--- src/rtl/spill_dueling_pkg.sv ---
package spill_dueling_pkg;
  localparam int unsigned DEF_NUM_CACHES = 4;
  localparam int unsigned DEF_SET_W      = 10;
  localparam int unsigned DEF_LO_W       = 5;
  localparam int unsigned DEF_CNT_W      = 10;

  typedef enum logic [1:0] {
    CLS_FOLLOW = 2'd0,
    CLS_SPILL  = 2'd1,
    CLS_RECV   = 2'd2
  } set_class_e;
endpackage

--- src/rtl/sdm_classifier.sv ---
module sdm_classifier #(
  parameter int unsigned SET_W      = 10,
  parameter int unsigned LO_W       = 5,
  parameter int unsigned NUM_CACHES = 4,
  parameter int unsigned CACHE_ID   = 0
) (
  input  logic [SET_W-1:0] set_i,
  output logic             spill_o,
  output logic             recv_o
);
  localparam logic [LO_W-1:0] SPILL_TAG = LO_W'(CACHE_ID);
  localparam logic [LO_W-1:0] RECV_TAG  = LO_W'(CACHE_ID + NUM_CACHES);

  logic [LO_W-1:0] lo_bits, hi_bits, tag;

  assign lo_bits = set_i[LO_W-1:0];
  assign hi_bits = LO_W'(set_i[SET_W-1:LO_W]);
  // modular difference selects one lower value per upper value
  assign tag     = lo_bits - hi_bits;

  assign spill_o = (tag == SPILL_TAG);
  assign recv_o  = (tag == RECV_TAG);
endmodule

--- src/rtl/psel_counter.sv ---
module psel_counter #(
  parameter int unsigned CNT_W = 10,
  parameter int unsigned EV_W  = 3
) (
  input  logic            clk_i,
  input  logic            rst_ni,
  input  logic [EV_W-1:0] up_i,
  input  logic [EV_W-1:0] dn_i,
  output logic            msb_o
);
  localparam int unsigned EXT_W = CNT_W + 2;
  localparam logic [CNT_W-1:0] CNT_MAX = '1;
  localparam logic [CNT_W-1:0] CNT_MID = {1'b1, {(CNT_W-1){1'b0}}};

  logic [CNT_W-1:0] cnt_q, cnt_d;
  logic [EXT_W-1:0] sum;

  always_comb begin
    sum = EXT_W'(cnt_q) + EXT_W'(up_i) - EXT_W'(dn_i);
    if (sum[EXT_W-1])                 cnt_d = '0;
    else if (sum > EXT_W'(CNT_MAX))   cnt_d = CNT_MAX;
    else                              cnt_d = sum[CNT_W-1:0];
  end

  always_ff @(posedge clk_i or negedge rst_ni) begin
    if (!rst_ni) cnt_q <= CNT_MID;
    else         cnt_q <= cnt_d;
  end

  assign msb_o = cnt_q[CNT_W-1];

  a_r7_hold_at_max: assert property (@(posedge clk_i) disable iff (!rst_ni)
    (cnt_q == CNT_MAX && up_i >= dn_i) |=> (cnt_q == CNT_MAX));
  a_r7_hold_at_min: assert property (@(posedge clk_i) disable iff (!rst_ni)
    (cnt_q == '0 && dn_i >= up_i) |=> (cnt_q == '0));
  a_r6_idle_stable: assert property (@(posedge clk_i) disable iff (!rst_ni)
    (up_i == dn_i) |=> $stable(cnt_q));
  a_r5_rises: assert property (@(posedge clk_i) disable iff (!rst_ni)
    (up_i > dn_i && cnt_q != CNT_MAX) |=> (cnt_q > $past(cnt_q)));
  a_r4_falls: assert property (@(posedge clk_i) disable iff (!rst_ni)
    (dn_i > up_i && cnt_q != '0) |=> (cnt_q < $past(cnt_q)));
endmodule

--- src/rtl/role_select.sv ---
module role_select
  import spill_dueling_pkg::*;
#(
  parameter int unsigned NUM_CACHES = 4,
  parameter int unsigned ID_W       = 2
) (
  input  logic [ID_W-1:0]       query_id_i,
  input  logic [NUM_CACHES-1:0] spill_i,
  input  logic [NUM_CACHES-1:0] recv_i,
  input  logic [NUM_CACHES-1:0] policy_i,
  output logic                  role_o,
  output set_class_e            class_o
);
  always_comb begin
    if (spill_i[query_id_i]) begin
      class_o = CLS_SPILL;
      role_o  = 1'b1;
    end else if (recv_i[query_id_i]) begin
      class_o = CLS_RECV;
      role_o  = 1'b0;
    end else begin
      class_o = CLS_FOLLOW;
      role_o  = policy_i[query_id_i];
    end
  end
endmodule

--- src/rtl/spill_receive_selector.sv ---
module spill_receive_selector
  import spill_dueling_pkg::*;
#(
  parameter int unsigned NUM_CACHES = DEF_NUM_CACHES,
  parameter int unsigned SET_W      = DEF_SET_W,
  parameter int unsigned LO_W       = DEF_LO_W,
  parameter int unsigned CNT_W      = DEF_CNT_W,
  localparam int unsigned ID_W      = (NUM_CACHES > 1) ? $clog2(NUM_CACHES) : 1,
  localparam int unsigned EV_W      = $clog2(NUM_CACHES + 1)
) (
  input  logic                        clk_i,
  input  logic                        rst_ni,
  input  logic [NUM_CACHES-1:0]       miss_valid_i,
  input  logic [NUM_CACHES*SET_W-1:0] miss_set_i,
  input  logic [ID_W-1:0]             query_cache_i,
  input  logic [SET_W-1:0]            query_set_i,
  output logic                        role_o,
  output logic [1:0]                  class_o,
  output logic [NUM_CACHES-1:0]       policy_o
);
  // ev_*[c][p]: port p's miss set is a test set of cache c
  logic [NUM_CACHES-1:0] ev_spill [NUM_CACHES];
  logic [NUM_CACHES-1:0] ev_recv  [NUM_CACHES];
  logic [NUM_CACHES-1:0] q_spill, q_recv;
  logic [EV_W-1:0]       up_cnt [NUM_CACHES];
  logic [EV_W-1:0]       dn_cnt [NUM_CACHES];
  set_class_e            q_class;

  for (genvar c = 0; c < NUM_CACHES; c++) begin : g_cache
    for (genvar p = 0; p < NUM_CACHES; p++) begin : g_port
      sdm_classifier #(
        .SET_W(SET_W), .LO_W(LO_W), .NUM_CACHES(NUM_CACHES), .CACHE_ID(c)
      ) u_ev_cls (
        .set_i   (miss_set_i[p*SET_W +: SET_W]),
        .spill_o (ev_spill[c][p]),
        .recv_o  (ev_recv[c][p])
      );
    end

    sdm_classifier #(
      .SET_W(SET_W), .LO_W(LO_W), .NUM_CACHES(NUM_CACHES), .CACHE_ID(c)
    ) u_q_cls (
      .set_i   (query_set_i),
      .spill_o (q_spill[c]),
      .recv_o  (q_recv[c])
    );

    always_comb begin
      up_cnt[c] = '0;
      dn_cnt[c] = '0;
      for (int p = 0; p < NUM_CACHES; p++) begin
        up_cnt[c] = up_cnt[c] + EV_W'(miss_valid_i[p] & ev_recv[c][p]);
        dn_cnt[c] = dn_cnt[c] + EV_W'(miss_valid_i[p] & ev_spill[c][p]);
      end
    end

    psel_counter #(.CNT_W(CNT_W), .EV_W(EV_W)) u_psel (
      .clk_i  (clk_i),
      .rst_ni (rst_ni),
      .up_i   (up_cnt[c]),
      .dn_i   (dn_cnt[c]),
      .msb_o  (policy_o[c])
    );
  end

  role_select #(.NUM_CACHES(NUM_CACHES), .ID_W(ID_W)) u_role (
    .query_id_i (query_cache_i),
    .spill_i    (q_spill),
    .recv_i     (q_recv),
    .policy_i   (policy_o),
    .role_o     (role_o),
    .class_o    (q_class)
  );

  assign class_o = q_class;

  a_r3_disjoint: assert property (@(posedge clk_i) disable iff (!rst_ni)
    $onehot0({q_spill, q_recv}));
  a_r10_spill_forced: assert property (@(posedge clk_i) disable iff (!rst_ni)
    (class_o == CLS_SPILL) |-> role_o);
  a_r10_recv_forced: assert property (@(posedge clk_i) disable iff (!rst_ni)
    (class_o == CLS_RECV) |-> !role_o);
  a_r9_follow_policy: assert property (@(posedge clk_i) disable iff (!rst_ni)
    (class_o == CLS_FOLLOW) |-> (role_o == policy_o[query_cache_i]));
  a_r12_quiet_holds: assert property (@(posedge clk_i) disable iff (!rst_ni)
    (miss_valid_i == '0) |=> $stable(policy_o));
endmodule

--- config.mk ---
export PLATFORM = sky130hd
export DESIGN_NAME = spill_receive_selector
export DESIGN_NICKNAME = d
export VERILOG_FILES = /design/src/rtl/spill_dueling_pkg.sv /design/src/rtl/sdm_classifier.sv /design/src/rtl/psel_counter.sv /design/src/rtl/role_select.sv /design/src/rtl/spill_receive_selector.sv
export SDC_FILE = /design/constraint.sdc
export NUM_CORES = 1
export LEC_CHECK = 0
export CORE_UTILIZATION = 30
export DETAILED_ROUTE_END_ITERATION = 8
export DONT_BUFFER_PORTS = 1
export PLACE_DENSITY = 0.55
export SYNTH_ARGS = -nofsm -noshare
export SYNTH_HDL_FRONTEND = slang
export SYNTH_SLANG_ARGS = --single-unit
--- constraint.sdc ---
create_clock -name clk_i -period 3.9 [get_ports clk_i]
set_input_delay 0.195 -clock clk_i [delete_from_list [all_inputs] [get_ports clk_i]]
set_output_delay 0.195 -clock clk_i [all_outputs]
set_load 0.02 [all_outputs]
Word level (Yosys, flattened, before mapping):

Index checks and enable logic that the tools add are counted.

* bits in read-only memories: 0
* latch bits: 0
* input port bits: 58
* memories: 0
* output and inout port bits: 7
* flip-flop bits (word level): 40
* RAM bits: 0
* word-level logic and storage cells: 136

* multiply operators: 0
* bitwise operators: 32
* multiplexer cells: 18
* add/subtract/negate cells: 37
* reductions and logical operators: 5
* shifts and indexed selects: 0
* eq/ne operators: 35
* divide/modulo/power cells: 0
* $lt $le $gt $ge: 5

Operators with widths (number)
* 5-bit by 3-bit == test with 1-bit output, second input constant: 20
* 10-bit 2-to-1 mux: 8
* 5-bit by 2-bit == test with 1-bit output, second input constant: 10
* 12-bit by 10-bit > comparator with 1-bit output, second input constant: 4
* 12-bit by 3-bit subtractor with 12-bit output: 4
* 10-bit by 3-bit adder with 11-bit output: 4
* 1-bit bitwise AND: 32
* 5-bit by 1-bit == test with 1-bit output, second input constant: 5
* 5-bit logical NOT: 5
* 5-bit subtractor: 5
* 2-bit by 1-bit adder with 3-bit output: 8
* 3-bit by 1-bit adder with 3-bit output: 8
* 1-bit by 1-bit adder with 2-bit output: 8
* 1-bit binary-select mux with 2-bit select: 3
* 1-bit 2-to-1 mux: 5
* 2-bit 2-to-1 mux: 2
* 2-bit by 3-bit less-than comparator with 1-bit output, second input constant: 1

Logic depth before layout (Yosys ltp):

* depth after elaboration: 11
* mapped depth: 29
* mapped depth without buffers: 28

Hierarchy:

From an unflattened synthesis, not the netlist that was laid out.

* cell total of the unflattened synthesis: 945
* area, all modules: 8242.9 µm²

Modules (own cells, without submodules)
* psel_counter (g_cache[0].u_psel ...): area an instance 977.2 µm², instances 3, cells an instance 110, seq. area each 251.5 µm²
* psel_counter (g_cache[3].u_psel): area an instance 983.4 µm², instances 1, cells an instance 109, seq. area each 251.5 µm²
* sdm_classifier (g_cache[1].g_port[0].u_ev_cls ...): area an instance 195.2 µm², instances 5, cells an instance 22, seq. area each 0.0 µm²
* sdm_classifier (g_cache[0].g_port[0].u_ev_cls ...): area an instance 182.7 µm², instances 5, cells an instance 21, seq. area each 0.0 µm²
* sdm_classifier (g_cache[3].g_port[0].u_ev_cls ...): area an instance 181.4 µm², instances 5, cells an instance 21, seq. area each 0.0 µm²
* sdm_classifier (g_cache[2].g_port[0].u_ev_cls ...): area an instance 177.7 µm², instances 5, cells an instance 22, seq. area each 0.0 µm²
* spill_receive_selector: area an instance 560.5 µm², instances 1, cells an instance 70, seq. area each 0.0 µm²
* role_select: area an instance 82.6 µm², instances 1, cells an instance 6, seq. area each 0.0 µm²

Worst setup path after synthesis:

Ideal clock, no wire load.

* path type: input -> register
* from: input port miss_set_i[0]
* to: register g_cache[1].u_psel.cnt_q[8]
* arrival time: 6.051 ns
* setup time: 0.087 ns
* data required time: 3.813 ns
* stages on the path: 25
* setup slack: -2.238 ns
* cells stage by stage: inv_1 -> ha_1 -> inv_1 -> fa_1 -> a21o_1 -> a21oi_1 -> xnor2_1 -> and3_1 -> nor2b_1 -> nand2_1 -> fa_1 -> fa_1 -> inv_1 -> fa_1 -> xor2_1 -> xor2_1 -> ha_1 -> a21o_1 -> fa_1 -> fa_1 -> or3_1 -> mux2i_1 -> and4b_4 -> mux2_4 -> a211oi_2

* cells in the longest elaborated chain, start to end: 11
* elaborated cells on any way between the ends: 16
* those cells by class: add/sub (9); order compare (1); eq/ne (2); mux (2); bitwise (2)

RTL lines
* start, declared: line spill_receive_selector.sv:14 `input logic [NUM_CACHES*SET_W-1:0] miss_set_i,`
* 5-bit subtractor (*): line sdm_classifier.sv:19 `assign tag = lo_bits - hi_bits;`
* 5-bit by 3-bit == test with 1-bit output: line sdm_classifier.sv:22 `assign recv_o = (tag == RECV_TAG);`
* 1-bit bitwise AND: line spill_receive_selector.sv:52 `up_cnt[c] = up_cnt[c] + EV_W'(miss_valid_i[p] & ev_recv[c][p]);`
* 1-bit by 1-bit adder with 2-bit output: line spill_receive_selector.sv:52
* 2-bit by 1-bit adder with 3-bit output: line spill_receive_selector.sv:52
* 3-bit by 1-bit adder with 3-bit output: line spill_receive_selector.sv:52
* 10-bit by 3-bit adder with 11-bit output: line psel_counter.sv:19 `sum = EXT_W'(cnt_q) + EXT_W'(up_i) - EXT_W'(dn_i);`
* 12-bit by 3-bit subtractor with 12-bit output (*): line psel_counter.sv:19
* 12-bit by 10-bit > comparator with 1-bit output: line psel_counter.sv:21 `else if (sum > EXT_W'(CNT_MAX)) cnt_d = CNT_MAX;`
* 10-bit 2-to-1 mux: line psel_counter.sv:21
* 10-bit 2-to-1 mux (*): line psel_counter.sv:20 `if (sum[EXT_W-1]) cnt_d = '0;`
* named net g_cache[1].u_psel.cnt_d[8]: line psel_counter.sv:15 `logic [CNT_W-1:0] cnt_q, cnt_d;`
* end signal, assigned: line psel_counter.sv:27 `else cnt_q <= cnt_d;`
* end, declared: line psel_counter.sv:15

Mark *: on every way through the listed nets, which the timed path passes. The rest lies on a longest branch.

Worst setup path after layout:

* from: input port miss_set_i[20]
* to: register g_cache[3].u_psel.cnt_q[8]

* cells in the longest elaborated chain, start to end: 10
* elaborated cells on any way between the ends: 14
* those cells by class: add/sub (7); order compare (1); eq/ne (2); mux (2); bitwise (2)

RTL lines (line)
* 5-bit subtractor (*): sdm_classifier.sv:19
* 5-bit by 3-bit == test with 1-bit output: sdm_classifier.sv:22
* 1-bit bitwise AND: spill_receive_selector.sv:52
* 2-bit by 1-bit adder with 3-bit output: spill_receive_selector.sv:52
* 3-bit by 1-bit adder with 3-bit output: spill_receive_selector.sv:52
* 10-bit by 3-bit adder with 11-bit output: psel_counter.sv:19
* 12-bit by 3-bit subtractor with 12-bit output (*): psel_counter.sv:19
* 12-bit by 10-bit > comparator with 1-bit output: psel_counter.sv:21
* 10-bit 2-to-1 mux: psel_counter.sv:21
* 10-bit 2-to-1 mux (*): psel_counter.sv:20
* named net g_cache[3].u_psel.cnt_d[8]: psel_counter.sv:15
* end signal, assigned: psel_counter.sv:27
* end, declared: psel_counter.sv:15

Marks and branches as above.

==> impl_metrics.yaml <==
placement:
  gp_congestion: 0.800
  pre_cts_slack_ns: -1.95
  dp_cells: 897
  dpl.hpwl_um: 9860
  post_dp_cell_area_um2: 6460
  numPortBuffers: 0
finish:
  diodes: 0
  final_cells: 940
  reg_top3: "g_cache.u_psel.cnt_q (40)"
  n_fill_cell: 1507
  fin_util: 0.459
  drive_gt1_frac: 0.453
  layout.area.seq_um2: 1010
  fin_nets: 846
  top_register: "g_cache.u_psel.cnt_q"
  multi_input_area_um2: 4400
  fin_area_um2: 7390
  largest_register_ff_count: 40
  synthToLayoutAreaGrowth_pct: 47.4
clock_tree:
  cts_buffer_depth: 2
  cts.htree.levels: 2
  cts_buffers: 5
  cts_tree: "done"
  root_buffer: "clkbuf_16"
  cts.sinks: 40
  clk_latency_ns: 0.29
  clk_pin_slew_worst_paths_ns: 0.07
sta:
  clock.fmax_mhz: 183
  finalClockSkew_ns: 0.00833
  tightest_slew_ns: 0.466
  fin_crit_sh: 1.40
  setup_viol: 40
  finalCriticalPeriod_ns: 5.48
  setup_ws_ns: -1.58
  rsz0062_at_grt: "true"
  hold_violations: 0
  finalSetupTns_ns: -52.18
  relSlewSlack: 0.688
  maxSlewViolCount: 0
setup_path:
  cp_slowest_stage_delay_ns: 0.55
  arrival_ns: 5.68
  cp-start-kind: "input pin"
  worstPathRequired_ns: 4.10
  cp-end-kind: "register"
  critPathSlowestCell: "fa_1"
  crit_family: "adder cells"
  critical_path_class: "input pin to register"
  crit_top_cell: "fa_2"
  path_max_fanout: 3
  crit_buf_inv: 4
global_route:
  grt_usage: 0.154
  grt_max_degree: 41
  grt-ovfl-total: 0
  grt_pass1_wl_um: 22200
  grt_pass1_vias: 4795
  antenna_found_initial: 0
detailed_routing:
  vias: 4529
  wl_per_cell_um: 14.0
  viasPerCell: 4.82
  drtIter0Drc: 195
  drc: 0
  wl_um: 13200
  drtAntennaViolNets: 0
  firstDrtPassIters: 4
synth:
  yosysMostFrequentCell: "inv_1"
  synthTopCellsByCount: "inv_1, nand2_1, a21oi_1, xor2_1, nor2_1"
  yosysWarnings: 0
  avgSynthCellArea_um2: 8.77
  ys_seq_elements: 40
  ys_types: 61
  synth.largest_area_cell: "dfrtp_1"
  synthArstFlopShare: 1.00
  synthesis.area_um2: 5010
  mappedNetlistNets: 695
  synth-edff-count: 0
  synth_area_leaders: "dfrtp_1, fa_1, ha_1, xor2_1, xnor2_1"
  synthDominantCellAreaShare: 0.180
  synthesis.instances: 572
  ys_seq_area_frac: 0.201
  ys.flop_type: "dfrtp_1"
power:
  cellLeakagePower_nw: 3.10
  netSwitchingFraction: 0.429
  ir_drop_mv: 0.368
  internal-power_mw: 3.04
  pwr_density_cell_nw_per_um2: 721
  seq_power_share: 0.195
  p_comb_frac: 0.704
  p_clk_frac: 0.101
  p_switching_mw: 2.29
floorplan:
  dieWidth_um: 131
  pin_count: 65
  die_h_um: 131
  num_rows: 46
  dieArea_um2: 17200
  core-area_um2: 16100
  start_util: 0.311
worst_hold_path:
  hold_class: "input pin to asynchronous set/reset pin"
run:
  max_cap_violations: 0
run_status:
  outcome: "finished with violations"
  failed_checks: "setup timing"
==> placed cells by master (no fill, tap or decap), drive strengths merged, types with 7 or more instances in the layout <==
cell / n
buf: 153
a21oi: 54
nand2: 51
inv: 49
xor2: 46
nor2: 41
xnor2: 40
dfrtp: 36
ha: 36
nand3: 29
fa: 29
a21o: 20
nor2b: 15
o21ai: 15
and3: 11
a31oi: 10
and2: 9
nand4: 8
a211oi: 7
==> per-layer routing <==
| layer | wire [µm] | GRT usage | vias to the layer above |
|---|---|---|---|
| met5 | 0 | 0 | - |
| met4 | 99 | 0.0245 | 0 |
| met3 | 312 | 0.0216 | 11 |
| met2 | 7070 | 0.293 | 73 |
| met1 | 5720 | 0.185 | 2195 |
| li1 | - | - | 2250 |
==> worst paths after layout <==
kind,slack [ns],from,end,cells after the start
setup reg to reg,-0.12,g_cache[1].u_psel.cnt_q[0],g_cache[1].u_psel.cnt_q[8],16
setup / recovery,-1.58,miss_set_i[20],g_cache[3].u_psel.cnt_q[8],28
hold reg to reg,0.63,g_cache[1].u_psel.cnt_q[8],g_cache[1].u_psel.cnt_q[8],1
max in group asynchronous,3.24,rst_ni,g_cache[3].u_psel.cnt_q[9],2
min in group clk_i,0.63,g_cache[1].u_psel.cnt_q[8],g_cache[1].u_psel.cnt_q[8],1
hold / removal,0.39,rst_ni,g_cache[0].u_psel.cnt_q[7],2
==> worst reg2reg max path, stage by stage, from the launching register on <==
cell,delay (ns)
dfrtp_1,0.35
inv_1,0.08
fa_2,0.22
inv_2,0.04
fa_2,0.40
xor2_4,0.17
xor2_1,0.19
ha_2,0.31
xor2_1,0.15
ha_2,0.16
a21o_1,0.19
fa_2,0.40
or3_1,0.30
mux2i_1,0.20
and4b_4,0.28
mux2_4,0.30
a211oi_2,0.20
==> repair_timing <==
item,in CTS,in global routing
pin swaps,41,54
endpoints found under the hold margin,40,0
hold buffers,2,0
endpoints found under the setup margin,40,40
setup buffers,20,10
cloned,3,0
gates resized for setup,43,55
==> final cells by class <==
type	count	share of cell area
Clock buffer	6	0.0174
Clock inverter	2	0.00813
Inverter	52	0.0362
Multi-Input combinational cell	470	0.596
Sequential cell	40	0.136
Tap cell	216	0.0366
Timing Repair Buffer	154	0.170
==> cells by family after synthesis <==
kind of cell / count (synthesis) / share of synthesized area
xor+xnor: 86 / 0.156
flops: 40 / 0.201
simple gates: 187 / 0.191
compound gates: 124 / 0.176
mux: 6 / 0.0157
buf+inv: 64 / 0.0544
fa+ha+maj: 65 / 0.206
==> power groups by stage <==
stage / sequential (mW) / combinational [mW] / clock (mW)
2_1_floorplan: 0.866 / 2.35 / 0
3_3_place_gp: 1.03 / 3.01 / 0
3_5_place_dp: 1.04 / 3.10 / 0
4_1_cts: 1.03 / 3.41 / 0.549
5_1_grt: 1.08 / 4.13 / 0.566
6_report: 1.04 / 3.75 / 0.538
==> per-stage QoR <==
step	power (mW)	hold WS, ns
final	5.33	0.390
after floorplan	3.22	-0.101
after global placement	4.04	-0.0991
after detailed placement	4.14	-0.0988
after CTS	4.99	0.405
after global routing	5.78	0.435
Power figures use the tool's default switching activity.
